## config.mk

```make
export PLATFORM = sky130hd
export DESIGN_NAME = serial_os_rx
export DESIGN_NICKNAME = d
export VERILOG_FILES = /design/src/rtl/rxo_pkg.sv /design/src/rtl/rxo_sync.sv /design/src/rtl/rxo_unpack.sv /design/src/rtl/rxo_parchk.sv /design/src/rtl/serial_os_rx.sv
export SDC_FILE = /design/constraint.sdc
export NUM_CORES = 1
export LEC_CHECK = 0
export BUFFER_PORTS_ARGS = -buffer_cell sky130_fd_sc_hd__buf_2
export CORE_MARGIN = 4
export CORE_UTILIZATION = 59
export DETAILED_ROUTE_END_ITERATION = 16
export PLACE_DENSITY = 0.85
export SLEW_MARGIN = 20
export SYNTH_ARGS = -nofsm -noshare
export SYNTH_HDL_FRONTEND = slang
export SYNTH_SLANG_ARGS = --single-unit
```

## constraint.sdc

```tcl
create_clock -name clk -period 5 [get_ports clk]
set_input_delay 0.5 -clock clk [delete_from_list [all_inputs] [get_ports clk]]
set_output_delay 0.5 -clock clk [all_outputs]
set_load 0.02 [all_outputs]
```

## src/rtl/rxo_pkg.sv

```systemverilog
// Package: shared constants and types for the oversampling receiver.
// Assumes: characters are at most 9 bits; tick counters span one bit period.
package rxo_pkg;
    localparam int DATA_MAX = 9;
    localparam int CNT_W    = 5;
    localparam int BIT_W    = 4;

    typedef enum logic [2:0] {
        PM_NONE = 3'd0,
        PM_EVEN = 3'd1,
        PM_ODD  = 3'd2,
        PM_ZERO = 3'd3,
        PM_ONE  = 3'd4
    } par_mode_e;

    typedef enum logic [1:0] {
        ST_HUNT = 2'd0,
        ST_DATA = 2'd1,
        ST_PAR  = 2'd2,
        ST_STOP = 2'd3
    } rx_state_e;
endpackage

```

## src/rtl/rxo_sync.sv

```systemverilog
// Module: multi-stage synchroniser bringing an asynchronous level into clk.
// Assumes: the input is idle-high, so every stage resets to 1.
module rxo_sync #(
    parameter int STAGES = 2
) (
    input  logic clk,
    input  logic rst_n,
    input  logic d_async,
    output logic d_sync
);
    logic [STAGES-1:0] chain;

    // Shift the asynchronous level through the flop chain.
    always_ff @(posedge clk) begin
        if (!rst_n) chain <= '1;
        else        chain <= {chain[STAGES-2:0], d_async};
    end

    assign d_sync = chain[STAGES-1];
endmodule

```

## src/rtl/rxo_unpack.sv

```systemverilog
// Module: turns the raw shift register into a right-aligned character.
// Assumes: LSB-first bits enter at the top of raw and move down; MSB-first
// bits enter at the bottom and move up; raw starts at zero for each frame.
module rxo_unpack #(
    parameter int DW = 9
) (
    input  logic [DW-1:0]        raw,
    input  logic [3:0]           nbits,
    input  logic                 msb_first,
    output logic [DW-1:0]        data
);
    localparam logic [3:0] DW4 = 4'(DW);
    logic [3:0] gap;

    // Right-align LSB-first data or mask MSB-first data to the length.
    always_comb begin
        gap = DW4 - nbits;
        if (msb_first) data = raw & ({DW{1'b1}} >> gap);
        else           data = raw >> gap;
    end
endmodule

```

## src/rtl/rxo_parchk.sv

```systemverilog
// Module: compares the received parity bit against the selected rule.
// Assumes: bits above the character length in data are zero.
module rxo_parchk
    import rxo_pkg::*;
#(
    parameter int DW = 9
) (
    input  logic [DW-1:0] data,
    input  logic          par_bit,
    input  logic [2:0]    mode,
    output logic          err
);
    logic want;
    logic used;

    // Derive the required parity bit and whether parity is in use.
    always_comb begin
        used = 1'b1;
        case (mode)
            PM_EVEN: want = ^data;
            PM_ODD:  want = ~^data;
            PM_ZERO: want = 1'b0;
            PM_ONE:  want = 1'b1;
            default: begin want = 1'b0; used = 1'b0; end
        endcase
        err = used && (par_bit != want);
    end
endmodule

```

## src/rtl/serial_os_rx.sv

```systemverilog
// Module: oversampling asynchronous serial receiver (top).
// Detects start on a half-bit low run, samples each following bit one bit
// period later, checks parity and one stop bit, then strobes the character.
// Assumes: configuration is stable while a frame is in progress; os_tick is
// a single-cycle enable in the clk domain.
module serial_os_rx
    import rxo_pkg::*;
#(
    parameter int SYNC_STAGES = 2
) (
    input  logic                clk,
    input  logic                rst_n,
    input  logic                os_tick,
    input  logic                rxd,
    input  logic                cfg_os16,
    input  logic [1:0]          cfg_len,
    input  logic                cfg_nine,
    input  logic                cfg_msb_first,
    input  logic [2:0]          cfg_par,
    output logic [DATA_MAX-1:0] rx_data,
    output logic                rx_valid,
    output logic                rx_par_err,
    output logic                rx_frm_err
);
    localparam logic [CNT_W-1:0] HALF_X8  = CNT_W'(3);
    localparam logic [CNT_W-1:0] HALF_X16 = CNT_W'(7);
    localparam logic [CNT_W-1:0] FULL_X8  = CNT_W'(7);
    localparam logic [CNT_W-1:0] FULL_X16 = CNT_W'(15);

    logic                rxs;
    rx_state_e           state;
    logic [CNT_W-1:0]    tcnt;
    logic [BIT_W-1:0]    bcnt;
    logic [DATA_MAX-1:0] shreg;
    logic                par_bit;
    logic [3:0]          nbits;
    logic                par_on;
    logic [CNT_W-1:0]    half_last;
    logic [CNT_W-1:0]    full_last;
    logic                mid_hit;
    logic [DATA_MAX-1:0] data_w;
    logic                perr_w;

    rxo_sync #(.STAGES(SYNC_STAGES)) u_sync (
        .clk     (clk),
        .rst_n   (rst_n),
        .d_async (rxd),
        .d_sync  (rxs)
    );

    rxo_unpack #(.DW(DATA_MAX)) u_unpack (
        .raw       (shreg),
        .nbits     (nbits),
        .msb_first (cfg_msb_first),
        .data      (data_w)
    );

    rxo_parchk #(.DW(DATA_MAX)) u_par (
        .data    (data_w),
        .par_bit (par_bit),
        .mode    (cfg_par),
        .err     (perr_w)
    );

    // Decode frame geometry from the configuration inputs.
    always_comb begin
        nbits     = cfg_nine ? 4'd9 : (4'd5 + {2'b00, cfg_len});
        par_on    = (cfg_par >= 3'd1) && (cfg_par <= 3'd4);
        half_last = cfg_os16 ? HALF_X16 : HALF_X8;
        full_last = cfg_os16 ? FULL_X16 : FULL_X8;
        mid_hit   = (tcnt == full_last);
    end

    // Frame state machine, advanced only on oversample ticks.
    always_ff @(posedge clk) begin
        if (!rst_n) begin
            state      <= ST_HUNT;
            tcnt       <= '0;
            bcnt       <= '0;
            shreg      <= '0;
            par_bit    <= 1'b0;
            rx_valid   <= 1'b0;
            rx_data    <= '0;
            rx_par_err <= 1'b0;
            rx_frm_err <= 1'b0;
        end else begin
            rx_valid <= 1'b0;
            if (os_tick) begin
                case (state)
                    ST_HUNT: begin
                        if (rxs) begin
                            tcnt <= '0;
                        end else if (tcnt == half_last) begin
                            state <= ST_DATA;
                            tcnt  <= '0;
                            bcnt  <= '0;
                            shreg <= '0;
                        end else begin
                            tcnt <= tcnt + 1'b1;
                        end
                    end
                    ST_DATA: begin
                        if (mid_hit) begin
                            tcnt  <= '0;
                            bcnt  <= bcnt + 1'b1;
                            shreg <= cfg_msb_first ? {shreg[DATA_MAX-2:0], rxs}
                                                   : {rxs, shreg[DATA_MAX-1:1]};
                            if (bcnt == nbits - 4'd1)
                                state <= par_on ? ST_PAR : ST_STOP;
                        end else begin
                            tcnt <= tcnt + 1'b1;
                        end
                    end
                    ST_PAR: begin
                        if (mid_hit) begin
                            tcnt    <= '0;
                            par_bit <= rxs;
                            state   <= ST_STOP;
                        end else begin
                            tcnt <= tcnt + 1'b1;
                        end
                    end
                    default: begin
                        if (mid_hit) begin
                            state      <= ST_HUNT;
                            tcnt       <= '0;
                            rx_valid   <= 1'b1;
                            rx_data    <= data_w;
                            rx_par_err <= perr_w;
                            rx_frm_err <= ~rxs;
                        end else begin
                            tcnt <= tcnt + 1'b1;
                        end
                    end
                endcase
            end
        end
    end
endmodule

```

Word level (Yosys, flattened, before mapping)
Index checks and enable logic that the tools add are counted.
{"block": "totals", "reg_bits": 35, "in_bits": 12, "out_inout_bits": 12, "word_cells": 81}
{"block": "op_classes", "add_sub_neg": 5, "order_cmp": 2, "eq_ne": 15, "n_shift": 2, "n_mux": 28, "bitwise_logic": 5, "n_reduce_logical": 14}
{"operator": "9-bit 2-to-1 mux", "n": 5}
{"operator": "4-bit 2-to-1 mux", "n": 5}
{"operator": "5-bit 2-to-1 mux", "n": 4}
{"operator": "9-bit case mux with 2 select lines", "n": 1}
{"operator": "2-bit 2-to-1 mux", "n": 6}
{"operator": "2-bit inequality test (second input constant)", "n": 5}
{"operator": "9-bit bitwise AND", "n": 1}
{"operator": "9-bit XNOR reduction", "n": 1}
{"operator": "9-bit XOR reduction", "n": 1}
{"operator": "9-bit by 4-bit >> shifter with 9-bit output", "n": 1}
{"operator": "9-bit by 4-bit >> shifter with 9-bit output (first input constant)", "n": 1}
{"operator": "4-bit case mux with 2 select lines", "n": 1}
{"operator": "7-bit AND reduction", "n": 1}
{"operator": "3-bit by 2-bit equality test with 1-bit output (second input constant)", "n": 2}
{"operator": "2-bit case mux with 3 select lines", "n": 1}
{"operator": "3-bit AND reduction", "n": 2}
{"operator": "5-bit by 1-bit adder with 5-bit output (second input constant)", "n": 1}
{"operator": "5-bit by 3-bit equality test with 1-bit output", "n": 1}
{"operator": "5-bit by 4-bit equality test with 1-bit output", "n": 1}
{"operator": "5-bit AND reduction", "n": 1}
{"operator": "5-bit OR reduction", "n": 1}
{"operator": "3-bit by 2-bit adder with 4-bit output (first input constant)", "n": 1}
{"operator": "4-bit by 1-bit adder with 4-bit output (second input constant)", "n": 1}
{"operator": "4-bit equality test", "n": 1}
{"operator": "other kinds (18)", "n": 25}

Longest topological paths before layout
{"block": "logic_depth", "depth_word": 10, "mapped_depth": 16, "ltp_nobuf": 16}

Modules after synthesis
From an unflattened synthesis, not the netlist that was laid out.
{"block": "hier_totals", "hier_cells": 273, "hier_area_um2": 2389.8}
{"mod": "serial_os_rx", "instances": 1, "cells_each": 184, "area_each_um2": 1690.4}
{"mod": "rxo_unpack", "instances": 1, "cells_each": 68, "area_each_um2": 496.7}
{"mod": "rxo_parchk", "instances": 1, "cells_each": 17, "area_each_um2": 150.1}
{"mod": "rxo_sync", "instances": 1, "cells_each": 4, "area_each_um2": 52.6}

Worst setup path before layout
Ideal clock, no wire load.
{"block": "synth_timing", "path_kind": "input to register", "from": "in cfg_len[0]", "to": "reg rx_par_err", "setup_time_ps": 115, "t_arrival_ps": 3563, "required_time_ps": 4885, "setup_slack_ps": 1322, "path_stages": 15, "path_buffers": 0, "cell_sequence": "ha_1 nor2b_4 inv_4 ha_1 ha_1 nor3_1 nor3b_1 a211oi_2 xnor2_1 xnor2_2 xnor3_1 mux2i_1 xnor2_1 o31ai_1 and2_1"}
{"block": "synth_between", "elab_chain_cells": 10, "word_cells_on_any_way": 12, "cone_classes": "2 x add/sub; 1 x eq/ne; 2 x shift; 3 x mux; 1 x bitwise; 3 x reduce/logical"}
{"element": "start: declaration", "line_no": "serial_os_rx.sv:16", "source": "input logic [1:0] cfg_len,"}
{"element": "3-bit by 2-bit adder with 4-bit output *", "line_no": "serial_os_rx.sv:67", "source": "nbits = cfg_nine ? 4'd9 : (4'd5 + {2'b00, cfg_len});"}
{"element": "4-bit 2-to-1 mux *", "line_no": "serial_os_rx.sv:67"}
{"element": "4-bit subtractor *", "line_no": "rxo_unpack.sv:17", "source": "gap = DW4 - nbits;"}
{"element": "9-bit by 4-bit >> shifter with 9-bit output", "line_no": "rxo_unpack.sv:18", "source": "if (msb_first) data = raw & ({DW{1'b1}} >> gap);"}
{"element": "9-bit bitwise AND", "line_no": "rxo_unpack.sv:18"}
{"element": "9-bit 2-to-1 mux *", "line_no": "rxo_unpack.sv:18"}
{"element": "9-bit XNOR reduction or 9-bit XOR reduction (tied branches)", "line_no": "rxo_parchk.sv:21, rxo_parchk.sv:20"}
{"element": "1-bit case mux with 3 select lines *", "line_no": "rxo_parchk.sv:19", "source": "case (mode)"}
{"element": "1-bit inequality test *", "line_no": "rxo_parchk.sv:26", "source": "err = used && (par_bit != want);"}
{"element": "1-bit logical AND *", "line_no": "rxo_parchk.sv:26"}
{"element": "end signal: assignment", "line_no": "serial_os_rx.sv:129", "source": "rx_par_err <= perr_w;"}
{"element": "end: declaration", "line_no": "serial_os_rx.sv:22", "source": "output logic rx_par_err,"}
Every way passes the cells marked *; elsewhere a longest branch is shown, timed or not.
A chain may end at the register's enable or synchronous reset.

Worst setup path in the final report
Same ends and word-level chain as after synthesis.

==> impl_metrics.ini <==
[sta]
fin_skew_ns = 0.00328
rsz0062_at_grt = no
finalSetupTns_ns = 0
drv_slew = 0
slew_headroom_pct = 62.3
post-route-period-util_pct = 81.8
clock.fmax_mhz = 245
final_hold_viol_count = 0
hold-worst-slack_ns = 0.389
post-route-min-period_ns = 4.09
tightest_slew_ns = 0.565
setup_ws_ns = 0.910
setup_viol = 0

[cells_and_area]
fin_nets = 323
drive_above_1_share_pct = 15.7
multi_input_area_um2 = 1560
syn_to_final_growth_pct = 6.59
diodes = 0
regArea_um2 = 701
instances_no_fill = 350
final_cell_mix = nand2_1, dfxtp_1, nor2_1
fill_cells = 338

[detailed_routing]
wl_met2_mm = 2.71
drc = 0
detail-route-antenna-nets = 0
via_per_inst = 5.89
via_count = 2060
wire_per_inst_um = 15.3
routed_wl_mm = 5.35
highest_layer = met4
dr_wl_met3_um = 189
wl_met1_mm = 2.40
drtIter0Drc = 195
drt-pass1-iter-count = 4

[global_route]
grt_pass1_wl_mm = 8.92
antenna_found_initial = 0
grt_max_degree = 28
grt_pass1_vias = 1988
overflow = 0
track_usage_pct = 21.2

[floorplanning]
die_width_um = 72.4
core-area_um2 = 4000
die-area_um2 = 5240
fp-row-count = 23
start_util_pct = 61.2
dieHeight_um = 72.4
num_io_pins = 24

[power_and_ir_drop]
cellPowerDensity_nw_per_um2 = 243
leakagePower_nw = 1.06
max-vdd-ir-drop_v = 0.000205

[clocking]
ctsHoldBuffers = 0
cts_root_buf = clkbuf_8
clk_latency_ns = 0.29
cts_resized = 0
numClockSinks = 35
cts_setup_buffers = 0
cts_buffers = 5
cts_max_path_buffers = 2
clk_pin_slew_worst_paths_ns = 0.07
h-tree-depth = 2
cts_tree = done

[yosys]
yosysWarnings = 0
synthCells = 287
yosysSeqAreaShare_pct = 28.6
ys_async_sr_fraction_pct = 0
syn_nets = 311
yosys_most_used_dff = dfxtp_1
synth_top_area_cell = dfxtp_1
synth_edf_count = 0
synth_area_um2 = 2450
synth_area_leaders = dfxtp_1, ha_1, mux2i_1, nand2_1, nor2_1
syn_avg_cell_area_um2 = 8.53
yosysTopAreaCellShare_pct = 28.6
synthDistinctLibCells = 60
ys_seq_elements = 35

[critical_path]
slowest_stage = nor3_1
cp-start-kind = primary input
cp_slowest_stage_delay_ns = 0.43
cp_max_fo = 18
reg2reg_to = rx_par_err
r2r_start = shreg[5]
path_class = in2reg
crit_path_end_kind = flip-flop
arrival_ns = 4.28
rrSetupSlack_ns = 2.28
path_cells = buf_2, ha_1, nor2b_4, inv_4, ha_1, ha_1, nor3_1, nor3b_1, a211oi_2, xnor2_1, xnor2_2, xnor3_1, mux2i_1, xnor2_1, o31ai_1, and2_1
worst_ep_required_time_ns = 5.19
worstRegToRegCells = 11
crit_top_cell = ha_1

[placement]
dp_slack_ns = 0.721
dp.cells = 342
port_buffers = 23
hpwl_mm = 3.76
gp_congestion = 0.956

[flow_run]
drv_cap = 0

[min_path]
min_from = rxd
holdPathEnd = u_sync.chain[0]
hold_path_class = in2reg
whs_path_depth = 2

[status]
run_status = complete, no violations
[power by group]
part	switching [mW]	internal [mW]	total, mW
Clock	0.106	0.148	0.254
Sequential	0.00144	0.280	0.281
Combinational	0.0561	0.0436	0.0998
Total	0.163	0.472	0.635
[final cells by class]
| class | count | share of cell area, % |
|---|---|---|
| Clock inverter | 3 | 1.68 |
| Multi-Input combinational cell | 224 | 59.9 |
| Inverter | 8 | 1.53 |
| Clock buffer | 5 | 2.64 |
| Tap cell | 50 | 2.40 |
| Sequential cell | 35 | 26.8 |
| Timing Repair Buffer | 25 | 4.99 |
[synth_stat cells (8+ instances only)]
library cell / instances
dfxtp_1: 35
nand2_1: 35
nor2_1: 29
mux2i_1: 14
a211oi_1: 12
ha_1: 12
o21ai_0: 11
xnor2_1: 11
a21oi_1: 9
nand3_1: 9
clkbuf_1: 8
nor2b_1: 8
[how the worst max path moves through the flow]
| stage | slack [ns] | end | startpoint | cells after the start |
|---|---|---|---|---|
| after floorplan | 1.32 | rx_par_err | cfg_len[0] | 15 |
| after global placement | 0.87 | rx_par_err | cfg_len[0] | 16 |
| after detailed placement | 0.72 | rx_par_err | cfg_len[0] | 16 |
| after CTS | 0.96 | rx_par_err | cfg_len[0] | 16 |
| after global routing | 0.63 | rx_par_err | cfg_len[0] | 16 |
| final | 0.91 | rx_par_err | cfg_len[0] | 16 |
[logic make-up (layout without fill, tap and decap cells)]
kind of cell | count (synthesis) | after routing | share of synthesized area (%)
flip-flops | 35 | 35 | 28.6
AND/OR/NAND/NOR | 114 | 114 | 23.0
AO/OA/AOI/OAI | 63 | 63 | 19.7
multiplexers | 15 | 15 | 6.18
adder cells (fa/ha/maj) | 12 | 12 | 6.13
buffers and inverters | 28 | 41 | 7.77
XOR/XNOR | 20 | 20 | 8.58
[per-layer routing]
layer	GRT usage, %	vias to the layer above
li1	-	1036
met4	6.76	0
met5	0	-
met2	37.6	43
met3	3.05	6
met1	26.2	975
[sequential cells by signal, summed over array words and instances (netlist names)]
signal	flops
rx_data	9
shreg	9
bcnt	4
par_bit	1
state	2
tcnt	5
u_sync.chain	2
rx_frm_err	1
rx_par_err	1
rx_valid	1
[worst max-delay path: cells and delay by family]
| family | cells | cell delay [ns] |
|---|---|---|
| xor+xnor | 4 | 0.96 |
| compound gates | 2 | 0.17 |
| fa+ha+maj | 3 | 1.00 |
| mux | 1 | 0.18 |
| buf+inv | 2 | 0.30 |
| simple gates | 4 | 1.15 |
[per-stage QoR]
| stage | total power [mW] | utilization, % | instance area, µm² |
|---|---|---|---|
| 2_1_floorplan | 0.371 | - | 2450 |
| 3_3_place_gp | 0.384 | 62.4 | 2500 |
| 3_5_place_dp | 0.386 | 62.4 | 2500 |
| 4_1_cts | 0.640 | 65.2 | 2610 |
| 5_1_grt | 0.661 | 65.2 | 2610 |
| 6_report | 0.635 | 65.2 | 2610 |
No activity file was read; power rests on OpenSTA's default activity.
